$ cat src/rtl/lpc_pkg.sv
package lpc_pkg;

   typedef enum logic [1:0] {
      LPC_OFF  = 2'd0,
      LPC_HOLD = 2'd1,
      LPC_AUTO = 2'd2
   } lpc_mode_e;

   // Counter width able to hold values 0 .. n-1 (at least one bit).
   function automatic int unsigned lpc_cnt_w(input int unsigned n);
      return (n < 2) ? 1 : $clog2(n);
   endfunction

endpackage

$ cat src/rtl/lpc_sync.sv
// Multi-flop synchroniser for a bus of independent asynchronous bits.
module lpc_sync #(
   parameter int unsigned W      = 1,
   parameter int unsigned STAGES = 2,
   parameter logic [W-1:0] RST_VAL = '0
) (
   input  logic         clk,
   input  logic         rst_n,
   input  logic [W-1:0] d,
   output logic [W-1:0] q
);

   logic [W-1:0] stg [STAGES];

   for (genvar s = 0; s < STAGES; s++) begin : g_stage
      if (s == 0) begin : g_first
         always_ff @(posedge clk or negedge rst_n) begin
            if (!rst_n) stg[s] <= RST_VAL;
            else        stg[s] <= d;
         end
      end else begin : g_next
         always_ff @(posedge clk or negedge rst_n) begin
            if (!rst_n) stg[s] <= RST_VAL;
            else        stg[s] <= stg[s-1];
         end
      end
   end

   assign q = stg[STAGES-1];

endmodule

$ cat src/rtl/lpc_persist.sv
// Output follows the input only after the two have disagreed for DLY
// consecutive edges; a shorter disagreement is discarded.
module lpc_persist import lpc_pkg::*; #(
   parameter int unsigned DLY   = 4,
   parameter logic        RST_Q = 1'b0
) (
   input  logic clk,
   input  logic rst_n,
   input  logic d,
   output logic q
);

   if (DLY == 1) begin : g_direct
      always_ff @(posedge clk or negedge rst_n) begin
         if (!rst_n) q <= RST_Q;
         else        q <= d;
      end
   end else begin : g_count
      localparam int unsigned CW = lpc_cnt_w(DLY);
      localparam logic [CW-1:0] LAST = CW'(DLY - 1);
      logic [CW-1:0] cnt;

      always_ff @(posedge clk or negedge rst_n) begin
         if (!rst_n) begin
            q   <= RST_Q;
            cnt <= '0;
         end else if (d == q) begin
            cnt <= '0;
         end else if (cnt == LAST) begin
            q   <= d;
            cnt <= '0;
         end else begin
            cnt <= cnt + 1'b1;
         end
      end
   end

endmodule

$ cat src/rtl/lpc_rise_timer.sv
// Output rises once the input has been high for DLY consecutive edges and
// falls on the first edge that samples the input low.
module lpc_rise_timer import lpc_pkg::*; #(
   parameter int unsigned DLY   = 4,
   parameter logic        RST_Q = 1'b0
) (
   input  logic clk,
   input  logic rst_n,
   input  logic d,
   output logic q
);

   if (DLY == 1) begin : g_direct
      always_ff @(posedge clk or negedge rst_n) begin
         if (!rst_n) q <= RST_Q;
         else        q <= d;
      end
   end else begin : g_count
      localparam int unsigned CW = lpc_cnt_w(DLY);
      localparam logic [CW-1:0] LAST = CW'(DLY - 1);
      logic [CW-1:0] cnt;

      always_ff @(posedge clk or negedge rst_n) begin
         if (!rst_n) begin
            q   <= RST_Q;
            cnt <= '0;
         end else if (!d) begin
            q   <= 1'b0;
            cnt <= '0;
         end else if (!q) begin
            if (cnt == LAST) q   <= 1'b1;
            else             cnt <= cnt + 1'b1;
         end
      end
   end

endmodule

$ cat src/rtl/line_power_ctrl.sv
// Power mode controller for a multi-channel serial line interface.
module line_power_ctrl import lpc_pkg::*; #(
   parameter int unsigned N_RX        = 3,
   parameter int unsigned SYNC_STAGES = 2,
   parameter int unsigned STATUS_DLY  = 20,
   parameter int unsigned IDLE_DLY    = 100,
   parameter int unsigned WAKE_DLY    = 200
) (
   input  logic            clk,
   input  logic            rst_n,
   input  logic            shdn_n_i,
   input  logic            hold_on_i,
   input  logic [N_RX-1:0] rx_idle_i,
   output logic            status_o,
   output logic            drv_en_o,
   output logic            rx_en_o,
   output logic            pump_en_o
);

   localparam int unsigned SW = N_RX + 2;
   localparam logic [SW-1:0] SYNC_RST = {2'b00, {N_RX{1'b1}}};

   // elaboration-time parameter checks
   if (N_RX < 1) begin : g_bad_nrx
      $error("line_power_ctrl: N_RX must be at least 1");
   end
   if (SYNC_STAGES < 2) begin : g_bad_sync
      $error("line_power_ctrl: SYNC_STAGES must be at least 2");
   end
   if (STATUS_DLY < 1 || IDLE_DLY < 1 || WAKE_DLY < 1) begin : g_bad_dly
      $error("line_power_ctrl: every delay must be at least one tick");
   end

   // synchronise pins and flags together
   logic [SW-1:0]   raw_in;
   logic [SW-1:0]   synced;
   logic            shdn_s;
   logic            hold_s;
   logic [N_RX-1:0] idle_s;
   logic            act_s;

   assign raw_in = {shdn_n_i, hold_on_i, rx_idle_i};

   lpc_sync #(
      .W       (SW),
      .STAGES  (SYNC_STAGES),
      .RST_VAL (SYNC_RST)
   ) u_sync (
      .clk   (clk),
      .rst_n (rst_n),
      .d     (raw_in),
      .q     (synced)
   );

   assign shdn_s = synced[SW-1];
   assign hold_s = synced[SW-2];
   assign idle_s = synced[N_RX-1:0];
   assign act_s  = ~&idle_s;

   // filtered line-present indication, runs in every mode
   lpc_persist #(
      .DLY   (STATUS_DLY),
      .RST_Q (1'b0)
   ) u_status (
      .clk   (clk),
      .rst_n (rst_n),
      .d     (act_s),
      .q     (status_o)
   );

   // accumulated quiet time; the line is taken as quiet out of reset
   logic idle_q;
   logic ready_q;

   lpc_rise_timer #(
      .DLY   (IDLE_DLY),
      .RST_Q (1'b1)
   ) u_idle (
      .clk   (clk),
      .rst_n (rst_n),
      .d     (!act_s),
      .q     (idle_q)
   );

   // driver wake-up delay after standby clears
   lpc_rise_timer #(
      .DLY   (WAKE_DLY),
      .RST_Q (1'b0)
   ) u_wake (
      .clk   (clk),
      .rst_n (rst_n),
      .d     (!idle_q),
      .q     (ready_q)
   );

   // mode selection with strict pin priority
   lpc_mode_e mode_q;
   lpc_mode_e mode_d;

   always_comb begin
      if (!shdn_s)     mode_d = LPC_OFF;
      else if (hold_s) mode_d = LPC_HOLD;
      else             mode_d = LPC_AUTO;
   end

   always_ff @(posedge clk or negedge rst_n) begin
      if (!rst_n) mode_q <= LPC_OFF;
      else        mode_q <= mode_d;
   end

   // enables per mode
   always_comb begin
      drv_en_o  = 1'b0;
      rx_en_o   = 1'b0;
      pump_en_o = 1'b0;
      case (mode_q)
         LPC_HOLD: begin
            drv_en_o  = 1'b1;
            rx_en_o   = 1'b1;
            pump_en_o = 1'b1;
         end
         LPC_AUTO: begin
            rx_en_o   = 1'b1;
            pump_en_o = !idle_q;
            drv_en_o  = ready_q && !idle_q;
         end
         default: begin
            drv_en_o  = 1'b0;
            rx_en_o   = 1'b0;
            pump_en_o = 1'b0;
         end
      endcase
   end

endmodule

$ cat config.mk
export PLATFORM = sky130hd
export DESIGN_NAME = line_power_ctrl
export DESIGN_NICKNAME = d
export VERILOG_FILES = /design/src/rtl/lpc_pkg.sv /design/src/rtl/lpc_sync.sv /design/src/rtl/lpc_persist.sv /design/src/rtl/lpc_rise_timer.sv /design/src/rtl/line_power_ctrl.sv
export SDC_FILE = /design/constraint.sdc
export NUM_CORES = 1
export LEC_CHECK = 0
export CAP_MARGIN = 20
export CORE_UTILIZATION = 55
export DETAILED_ROUTE_END_ITERATION = 8
export MAX_ROUTING_LAYER = met4
export PLACE_DENSITY = 0.74
export SLEW_MARGIN = 20
export SYNTH_ARGS = -nofsm -noshare
export SYNTH_HDL_FRONTEND = slang
export SYNTH_SLANG_ARGS = --single-unit
export TNS_END_PERCENT = 5
$ cat constraint.sdc
create_clock -name clk -period 1.5 [get_ports clk]
set_input_delay 0.15 -clock clk [delete_from_list [all_inputs] [get_ports clk]]
set_output_delay 0.15 -clock clk [all_outputs]
set_load 0.02 [all_outputs]
Yosys cells after proc, flatten, opt, wreduce, memory -nomap -nowiden
Cells that the tools add are included.

Flip-flop bits (word level): 35. Output and inout port bits: 4. Input bits: 7. Word-level logic and storage cells: 50.

Eq/ne operators: 10. Add/sub/neg operators: 3. Bitwise gates (word level): 1. Mux-type cells: 19. Reduce and logical (&&, ||, !) cells: 8.

Operator list (count): $mux W8 (3); $mux W7 (3); $mux W5 (2); $add A8 B1 Y8 const B (1); $eq A8 B8 Y1 const B (1); $ne A2 B2 Y1 const B (4); $add A7 B1 Y7 const B (1); $eq A7 B7 Y1 const B (1); $mux W1 (7); $reduce_and A2 Y1 (3); $add A5 B1 Y5 const B (1); $eq A5 B5 Y1 const B (1); $mux W2 (2); $pmux W1 S2 (2); $reduce_and A3 Y1 (1); $eq A2 B1 Y1 const B (1); $eq A2 B2 Y1 const B (1); $logic_not A1 Y1 (2); $reduce_or A2 Y1 (1); $eq A1 B1 Y1 (1); $logic_and A1 B1 Y1 (1); $not A1 Y1 (1).

Depth between registers and ports, before layout
Gate-level depths: netlist (run 1).

Depth after elaboration: 5. Depth in mapped cells: 4. Gate-level depth less buffers: 4.

Hierarchy
Synthesis (run 1) repeated with hierarchy kept, for this count alone.

Cells, all modules: 147. Area total of the unflattened synthesis: 1652.8 um^2.

Modules (own cells, without submodules): lpc_rise_timer at u_wake (times used 1, cells an instance 49, area an instance 483.0 um^2); lpc_rise_timer at u_idle (times used 1, cells an instance 44, area an instance 462.9 um^2); lpc_sync (times used 1, cells an instance 15, area an instance 295.3 um^2); lpc_persist (times used 1, cells an instance 22, area an instance 272.8 um^2); line_power_ctrl (times used 1, cells an instance 17, area an instance 138.9 um^2).

Worst setup path after synthesis (run 1)
OpenSTA, ideal clock, no wires.

Kind: reg2reg. Start: reg u_status.g_count.cnt[0]. End: reg u_status.q. Clock period less this slack: 1383 ps. Data required time: 1375 ps. Stages on the path, launching flop included: 5. Slack: 117 ps. Data arrival time: 1258 ps. Library setup time: 125 ps. Path through: dfrtp_1 > ha_1 > nand2_1 > nor3_1 > mux2_2.

Word-level cells in the longest chain between the ends: 2.

Ends and longest elaborated chain: from (decl) (line lpc_persist.sv:21) `logic [CW-1:0] cnt;`; from (signal assigned) (line lpc_persist.sv:33) `cnt <= cnt + 1'b1;`; $eq A5 B5 Y1 (line lpc_persist.sv:29) `end else if (cnt == LAST) begin`; $reduce_and A2 Y1 (no line); to (signal assigned) (line lpc_persist.sv:25) `q <= RST_Q;`; to (signal assigned) (line lpc_persist.sv:30) `q <= d;`; to (decl) (line lpc_persist.sv:10) `output logic q`.

No other way between the ends. A chain may end at the register's enable or synchronous reset.

Final worst setup path (run 1)
Start: reg mode_q[0]. End: out drv_en_o.

Word-level cells in the longest chain between the ends: 2.

Ends and longest elaborated chain: from (decl) (line line_power_ctrl.sv:97) `lpc_mode_e mode_q;`; from (signal assigned) (line line_power_ctrl.sv:108) `else mode_q <= mode_d;`; $eq A2 B2 Y1 / $eq A2 B1 Y1 (equally long branches) (line line_power_ctrl.sv:116) `case (mode_q)`; $pmux W1 S2 * (line line_power_ctrl.sv:116); to (decl) (line line_power_ctrl.sv:15) `output logic drv_en_o,`.

Mark *: on every way between the ends. The rest lies on a longest branch, timed or not.

==> metrics.txt, run 1 <==
status=finished with violations; failing checks=negative setup slack; max-cap viol count=0; total die area=3020 sq um; Period Utilization, post-route=101%; Residual DRC=0; vias in the first global route=967; synthesized area per cell=11.4 sq um; Slew HR=70.4%; Worst VDD drop=1.05 mV; Initial Utilization=60.0%; count leader, synth=dfrtp_1; die height=54.9 um; Post-synth EDFFs=0; Slew Viols, Final=0; WL/cell=13.1 um; Syn Inst Count=135; nature of the critical path endpoint=output pin; Pre-antenna DRT Iters=4; most instantiated cells after synthesis=28 x dfrtp_1, 11 x nand2_1, 10 x nor2_1, 8 x a21oi_1; setup TNS=-0.0219 ns; CORE AREA=2570 sq um; worst-margin pin slew=0.441 ns; Sw Pwr=518 uW; H-tree levels=2; Post-DP HPWL=1790 um; first-pass GRT wire length=4070 um; Clock Power Share=27.2%; top cell type by total area after synthesis=dfrtp_1; placed cells=181; Pwr Density=1050 nW/um^2; maximum fanout along the worst path=2; final-report hold violation count=0; post-CTS setup buffers=0; fillers=198; share of cells above drive strength 1=21.4%; Iter 0 DRT Violations=25; Final Util=71.5%; Clk pin slew, worst setup/hold paths=0.11 ns; nets=171; non-filler cells in the finished layout=189; IO Port Bufs=10; switching portion of total power=26.8%; Yosys cell types=32; post-route ant nets=0; P&R area growth vs syn=19.2%; gpl congestion=0.775; pin count of the biggest net entering global routing=36; WL final=2480 um; width of the chip=54.9 um; initial antenna violation count=0; Yosys top cell area share=45.5%; Crit Path Category=flop to output pin; DR vias=1056; Num CTS Buffers=5; synth top area cells=dfrtp_1 45%, dfstp_2 12%, ha_1 4.9%; Leak=0.000849 uW; clk_lat worst skew=0.34 ns; clock root buffer=clkbuf_4; register bit total from synthesis=35; Setup Slack @ Placement=-0.153 ns; final setup margin=-0.0115 ns; asr flop ratio synth=100%; Int Power=1420 uW; Worst Skew=0.0191 ns; CTS tree=built; final setup vio count=2; Syn. warnings=0; combinational fraction of design power=15.4%; Top Ports=11; ys flop type=dfrtp_1; Post-CTS Hold Buffers=0; fmax=662 MHz; register area share after synthesis=57.4%; HP Class=input pin to async pin; grt total ovfl=0; Worst Setup Start Kind=flop; Flop pwr share=57.4%; GRT Overall Usage=21.1%; Worst EP arrival=1.36 ns; CP Data Required Time=1.35 ns; antenna cell count=0; RSZ-0062 raised after global routing=true; std cell rows=18; Post-Syn Nets=148; Post-Syn Area=1540 sq um; DR vias/cell=5.59; # clock sinks=35; fin crit period=1.51 ns; Max Root-Sink Buffers=2
[sequential cells by signal, indices dropped and copies added, names as in the netlist]
name and cells:
u_wake.g_count.cnt 8, u_status.q 1, u_status.g_count.cnt 5, u_sync.q 5, u_idle.g_count.cnt 7, u_idle.q 1, u_sync.stg 5, u_wake.q 1
mode_q 2
[logic make-up (layout without fill, tap and decap cells)]
family | count (synthesis) | count (layout) | share of synthesized area [%]
AOI/OAI and AO/OA | 22 | 22 | 8.60
adders and majority gates | 6 | 6 | 4.87
muxes | 6 | 6 | 4.14
xor gates and xnor gates | 6 | 6 | 3.41
buffers and inverters | 8 | 32 | 1.95
DFF | 35 | 35 | 57.4
and+or+nand+nor | 52 | 52 | 19.6
[worst max-delay path, cell delays in order, from the launching register on]
cell and delay (ns):
dfrtp_1 0.40, buf_4 0.15, ha_4 0.16, a21oi_4 0.12, nor3_2 0.06, buf_4 0.15
[power groups by stage]
stage / Combinational (uW) / Clock (uW) / Sequential (uW)
6_report: 298 / 525 / 1110
5_1_grt: 343 / 580 / 1130
4_1_cts: 299 / 542 / 1110
3_5_place_dp: 304 / 0 / 1130
3_3_place_gp: 286 / 0 / 1120
2_1_floorplan: 177 / 0 / 1130
[per-stage QoR]
stage	power (uW)	hold slack [ns]	area [sq um]
finish	1930	0.156	1840
global route	2050	0.159	1840
CTS	1950	0.155	1820
detailed placement	1430	0.336	1740
global placement	1410	0.337	1740
floorplan	1300	-0.146	1540
[layout make-up]
| cell class | count | area (sq um) | area share, % |
|---|---|---|---|
| Sequential cell | 35 | 885 | 48.2 |
| Multi-Input combinational cell | 92 | 674 | 36.7 |
| Timing Repair Buffer | 17 | 154 | 8.38 |
| Clock buffer | 7 | 55.1 | 3.00 |
| Tap cell | 30 | 37.5 | 2.04 |
| Inverter | 7 | 26.3 | 1.43 |
| Clock inverter | 1 | 5.00 | 0.272 |
[layer usage]
layer  vias to the layer above  wire length, um  track usage (%)
met2                        11             1300             34.3
met4                         0               33             10.0
li1                        517                -                -
met5                         -                0                -
met1                       524             1050             22.6
met3                         4               97             8.20
[layout by cell type, fill, tap and decap left out, types with 6 or more instances in the layout]
| cell type | n |
|---|---|
| dfrtp_1 | 28 |
| nand2_1 | 11 |
| buf_4 | 8 |
| dfstp_2 | 7 |
| nor2_1 | 10 |
| clkdlybuf4s50_1 | 6 |
| o21ai_0 | 7 |
| a21oi_1 | 7 |
| nor2b_1 | 7 |
[final timing paths]
kind | from | to | slack [ns] | depth (start not counted)
max in group asynchronous | rst_n | u_sync.stg[6]$_DFF_PN1_ | 1.08 | 2
min | rst_n | u_status.g_count.cnt[4]$_DFF_PN0_ | 0.16 | 2
min reg2reg | u_sync.stg[5]$_DFF_PN1_ | u_sync.q[0]$_DFF_PN1_ | 0.36 | 0
min in group clk | rx_idle_i[2] | u_sync.stg[7]$_DFF_PN1_ | 0.22 | 1
max reg2reg | u_wake.g_count.cnt[0]$_DFFE_PN0P_ | u_wake.g_count.cnt[6]$_DFFE_PN0P_ | 0.10 | 4
max | mode_q[0]$_DFF_PN0_ | drv_en_o | -0.01 | 5
[what timing repair did]
action,CTS,global route
gates cloned,0,0
setup endpoints to repair,4,5
resized for setup,18,7
pin swaps,1,1
No activity file was read; power rests on OpenSTA's default activity.
==> run 2: changes to the inputs <==
Settings changed: SYNTH_HIERARCHICAL set to 1.
==> run 2 against run 1 <==
The flow now finishes without violations. Critical path depth is the same. Count of clock-buffer cells in the layout shrank 2. Via count grew 10%. Maximum frequency grew 2.9%.
==> metrics.txt, run 2 <==
CTS tree=built; crit path from=mode_q[1]$_DFF_PN0_; HP Class=input pin to async pin; Post-Syn Area=1650 sq um (+7.2%); most frequent cells in the layout=27 x dfrtp_1, 11 x buf_4, 10 x nand2_1, 7 x dfstp_2; Worst VDD drop=0.939 mV (-10%); std cell rows=19 (+1); H-tree levels=2 (unchanged); gpl congestion=0.857 (+11%); CORE AREA=2810 sq um (+9.3%); register bit total from synthesis=35 (unchanged); Period Utilization, post-route=98.0% (-2.8 points); max-cap viol count=0 (unchanged); count leader, synth=dfrtp_1; Post-DP HPWL=1950 um (+8.9%); width of the chip=56.8 um (+3.4%); Final Power=1900 uW (-2.0%); Leak=0.000823 uW (-3.0%); WL final=2740 um (+10%); CP Data Required Time=1.35 ns (about the same); register area share after synthesis=53.5% (-3.9 points); Pwr Density=1000 nW/um^2 (-5.0%); WL/cell=13.8 um (+5.4%); Worst path slowest cell=dfrtp_1; Crit Path Category=flop to output pin; final-report hold violation count=0 (unchanged); Top Ports=11 (unchanged); Initial Utilization=58.9% (-1.1 points); Iter 0 DRT Violations=51 (+100%); Pre-antenna DRT Iters=4 (unchanged); top cell type by total area after synthesis=dfrtp_1; post-route ant nets=0 (unchanged); GRT Overall Usage=20.3% (-0.83 points); nature of the critical path endpoint=output pin; DR vias=1162 (+10%); Syn. warnings=6 (+6); nets=179 (+4.7%); Post-CTS Hold Buffers=0 (unchanged); DR vias/cell=5.87 (+5.0%); worst-margin pin slew=0.329 ns (-0.113 ns); critical path cell sequence=inv_1 > ha_2 > inv_2 > a21oi_2 > buf_4; non-filler cells in the finished layout=198 (+4.8%); crit path buf inv count=3 (+1); post-CTS setup buffers=0 (unchanged); Worst EP arrival=1.32 ns (-0.04 ns); IO Port Bufs=10 (unchanged); final setup vio count=0 (-2); CP peak stage delay=0.43 ns (+0.03 ns); synth top area cells=dfrtp_1 42%, dfstp_2 11%, ha_1 4.5%; clk_lat worst skew=0.34 ns (about the same); ys flop type=dfrtp_1; Clk pin slew, worst setup/hold paths=0.12 ns (about the same); antenna cell count=0 (unchanged); RR Startpoint=u_wake/q$_DFF_PN0_; Residual DRC=0 (unchanged); Crit path max-delay family=flip-flops; max reg flops=8 (unchanged); most common cell after layout, fill and taps aside=dfrtp_1; grt total ovfl=0 (unchanged); Num CTS Buffers=5 (unchanged); Syn Inst Count=147 (+8.9%); clock root buffer=clkbuf_4; most instantiated cells after synthesis=28 x dfrtp_1, 10 x nand2_1, 8 x inv_1, 7 x dfstp_2; pin count of the biggest net entering global routing=36 (unchanged); vias in the first global route=1087 (+12%); first-pass GRT wire length=4730 um (+16%); placed cells=190 (+5.0%); Final Util=67.5% (-4.0 points); Yosys top cell area share=42.4% (-3.1 points); RSZ-0062 raised after global routing=true; Worst Skew=0.0126 ns (-0.00654 ns); P&R area growth vs syn=14.6%; fin crit period=1.47 ns (-0.0419 ns); Post-synth EDFFs=0 (unchanged); synthesized area per cell=11.2 sq um (-1.5%); Most flops, register=u_wake/g_count.cnt; Yosys cell types=37 (+16%); fmax=680 MHz (+2.9%); # clock sinks=35 (unchanged); Setup Slack @ Placement=-0.108 ns (+0.0452 ns); Post-Syn Nets=160 (+8.1%); initial antenna violation count=0 (unchanged); status=completed; Max Root-Sink Buffers=2 (unchanged); setup TNS=0 ns (+0.0219 ns); Worst Setup Start Kind=flop; Slew Viols, Final=0 (unchanged); asr flop ratio synth=100% (unchanged); maximum fanout along the worst path=2 (unchanged); Slew HR=77.8% (+7.4 points); biggest regs=u_wake/g_count.cnt (8), u_idle/g_count.cnt (7); die height=56.8 um (+3.4%); total die area=3230 sq um (+7.0%); final setup margin=0.0304 ns (+0.0419 ns); share of cells above drive strength 1=25.7% (+4.4 points)
-- run 2: path summary, 6_finish.rpt --
kind,end,slack (ns),depth (start not counted)
max,pump_en_o,0.03,5
min in group clk,u_sync/stg[7]$_DFF_PN1_,0.22,1
max in group asynchronous,u_sync/q[0]$_DFF_PN1_,1.08,2
max reg2reg,u_wake/g_count.cnt[7]$_DFFE_PN0P_,0.08,3
min reg2reg,u_sync/q[4]$_DFF_PN0_,0.36,0
min,u_idle/g_count.cnt[6]$_DFFE_PN0P_,0.16,2
-- run 2: what timing repair did --
item | CTS | global route
endpoints found under the setup margin | 4 | 5
pin swaps | 0 | 1
gates resized for setup | 17 | 7
-- run 2: cells by family (layout without fill, tap and decap cells) --
logic type | after synthesis | in the layout | share of synthesized area [%]
flops | 35 | 35 | 53.5
xor+xnor | 7 | 7 | 3.71
mux | 4 | 4 | 2.73
compound gates | 24 | 24 | 9.92
simple gates | 54 | 54 | 19.8
buf+inv | 17 | 37 | 5.75
fa+ha+maj | 6 | 6 | 4.54
-- run 2: per-stage QoR --
| step | area, sq um | hold WS, ns |
|---|---|---|
| floorplan | 1650 | -0.146 |
| global placement | 1820 | 0.342 |
| detailed placement | 1820 | 0.339 |
| CTS | 1880 | 0.156 |
| global route | 1890 | 0.176 |
| finish | 1890 | 0.156 |
-- run 2: final cells by class --
class | instances | area (sq um)
Clock buffer | 5 | 37.5
Fill cell | 213 | 911
Inverter | 9 | 33.8
Timing Repair Buffer | 20 | 176
Clock inverter | 3 | 20.0
Multi-Input combinational cell | 95 | 702
Sequential cell | 35 | 886
Tap cell | 31 | 38.8
-- run 2: report_power, final --
group          switching, uW  internal, uW  total [uW]  leakage (uW)
logic                    138           146         284      0.000366
clock network            326           179         505     0.0000272
registers               75.1          1030        1110      0.000430
-- run 2: per-layer routing --
metal,global-route usage [%],share of wire (%),vias to the layer above
met5,-,0,-
met4,9.41,1.9,0
met3,5.76,3.6,5
met2,30.6,48,22
met1,25.5,46,584
li1,-,-,551
==> run 3: changes to the inputs <==
Settings changed: CTS_BUF_LIST set to sky130_fd_sc_hd__clkbuf_4 sky130_fd_sc_hd__clkbuf_8, SKIP_LAST_GASP set to 1.
==> run 3 against run 2 <==
The flow now finishes with violations (negative setup slack). Sequential power about the same. Cell count unchanged. Power about the same. Critical endpoint is now status_o. Critical path type unchanged. Via count increased by 0.34%. Clock skew about the same. Global-route usage decreased by 0.051 points.
==> metrics.txt, run 3 (same netlist as run 2, synthesis figures left out) <==
P&R area growth vs syn=13.6%; maximum fanout along the worst path=3 (+1); most frequent cells in the layout=28 x dfrtp_1, 11 x buf_4, 10 x nand2_1; Crit Path Category=flop to output pin; Num CTS Buffers=5 (unchanged); clk_lat worst skew=0.34 ns (about the same); Worst Skew=0.0127 ns (+0.000184 ns); CTS tree=built; register area=885 sq um (-0.14%); H-tree levels=2 (unchanged); nets=179 (unchanged); Period Utilization, post-route=100% (+2.3 points); std cell rows=19 (unchanged); post-route ant nets=0 (unchanged); max-cap viol count=0 (unchanged); total die area=3230 sq um (unchanged); nature of the critical path endpoint=output pin; fin crit period=1.50 ns (+0.0344 ns); Clk pin slew, worst setup/hold paths=0.12 ns (about the same); failing checks=negative setup slack; placed cells=190 (unchanged); fmax=665 MHz (-2.3%); final setup vio count=1 (+1); met2 WL=1320 um (-0.60%); Post-CTS Hold Buffers=0 (unchanged); pin count of the biggest net entering global routing=36 (unchanged); grt total ovfl=0 (unchanged); CP Data Required Time=1.35 ns (about the same); DR vias=1166 (+0.34%); GRT Overall Usage=20.3% (-0.051 points); gpl congestion=0.857 (unchanged); Max Used Layer=met4; Max Root-Sink Buffers=2 (unchanged); width of the chip=56.8 um (unchanged); status=finished with violations; Post-DP HPWL=1950 um (unchanged); Residual DRC=0 (unchanged); fillers=213 (unchanged); crit path buf inv count=1 (-2); most common cell after layout, fill and taps aside=dfrtp_1; Initial Utilization=58.9% (unchanged); Final Power=1900 uW (about the same); initial antenna violation count=0 (unchanged); non-filler cells in the finished layout=198 (unchanged); clock root buffer=clkbuf_4; WL/cell=13.7 um (-0.91%); # clock sinks=35 (unchanged); multi-input logic area=686 sq um (-2.3%); Slew Viols, Final=0 (unchanged); final-report hold violation count=0 (unchanged); HP Class=input pin to async pin; Pre-antenna DRT Iters=4 (unchanged); biggest regs=u_wake/g_count.cnt (8), u_idle/g_count.cnt (7); vias in the first global route=1087 (unchanged); Slew HR=77.8% (about the same); RSZ-0062 raised after global routing=true; CP peak stage delay=0.62 ns (+0.19 ns); share of cells above drive strength 1=23.4% (-2.4 points); Final Util=66.9% (-0.58 points); post-route cell area=1880 sq um (-0.86%); Leak=0.000819 uW (-0.49%); Worst Setup Start Kind=flop; Crit path max-delay family=buffers and inverters; Most flops, register=u_wake/g_count.cnt; Worst EP arrival=1.35 ns (+0.03 ns); antenna cell count=0 (unchanged); Worst path slowest cell=clkdlybuf4s50_1; critical path cell sequence=clkdlybuf4s50_1; Iter 0 DRT Violations=46 (-9.8%); final setup margin=-0.00398 ns (-0.0344 ns); worst-margin pin slew=0.329 ns (-0.0000336 ns); Worst VDD drop=0.937 mV (-0.21%); Area after DPL=1820 sq um (unchanged); Pwr Density=1010 nW/um^2 (+0.83%); met1 WL=1220 um (-3.3%); die height=56.8 um (unchanged); max reg flops=8 (unchanged); metal3 WL=120 um (+20%); IO Port Bufs=10 (unchanged); first-pass GRT wire length=4710 um (-0.30%); WL final=2720 um (-0.91%); Top Ports=11 (unchanged); DR vias/cell=5.89 (+0.34%); CORE AREA=2810 sq um (unchanged); setup TNS=-0.00398 ns (-0.00398 ns)
[run 3: cell count changes in the layout (fill, tap and decap cells not counted), sizes merged]
cell | previous run | this run
clkdlybuf4s50 | 6 | 7
dlygate4sd2 | 1 | 0
[run 3: per-stage QoR]
| step | worst slack [ns] | hold WS [ns] |
|---|---|---|
| finish | -0.00398 | 0.161 |
| global route | -0.0624 | 0.176 |
| CTS | -0.0312 | 0.156 |
| detailed placement | -0.108 | 0.339 |
| global placement | -0.0414 | 0.342 |
| floorplan | 0.0521 | -0.146 |
[run 3: timing repair]
item,CTS,global route
resized for setup,14,5
pin swaps,0,2
cloned,0,0
buffers inserted,0,0
endpoints found under the setup margin,4,6
hold endpoints to repair,0,0
[run 3: layout make-up]
cell class,count,area share (%)
sequential,35,47.1
timing repair buffer,20,9.46
inverter,9,1.80
multi-input combinational,95,36.5
clock inverter,3,1.07
tap,31,2.07
clock buffer,5,2.00
[run 3: worst paths after layout]
| check | from | end | slack (ns) | cells past startpoint |
|---|---|---|---|---|
| setup / recovery | u_status/q$_DFFE_PN0P_ | status_o | -0.004 | 1 |
| hold / removal | rst_n | u_idle/g_count.cnt[6]$_DFFE_PN0P_ | 0.16 | 2 |
| setup reg to reg | u_wake/g_count.cnt[0]$_DFFE_PN0P_ | u_wake/g_count.cnt[1]$_DFFE_PN0P_ | 0.01 | 5 |
| hold reg to reg | u_sync/stg[9]$_DFF_PN0_ | u_sync/q[4]$_DFF_PN0_ | 0.36 | 0 |
| max in group asynchronous | rst_n | u_sync/q[0]$_DFF_PN1_ | 1.08 | 2 |
| min in group clk | rx_idle_i[2] | u_sync/stg[7]$_DFF_PN1_ | 0.22 | 1 |
[run 3: per-layer routing]
metal	vias to the layer above	track usage [%]
met1	578	25.3
met4	0	9.41
met2	28	30.6
li1	553	-
met5	-	-
met3	7	5.76
[run 3: where the power goes]
part,switching (uW),leakage (uW),internal (uW)
logic,137,0.000361,150
clock network,326,0.0000272,179
registers,72.5,0.000432,1030
total,535,0.000819,1360
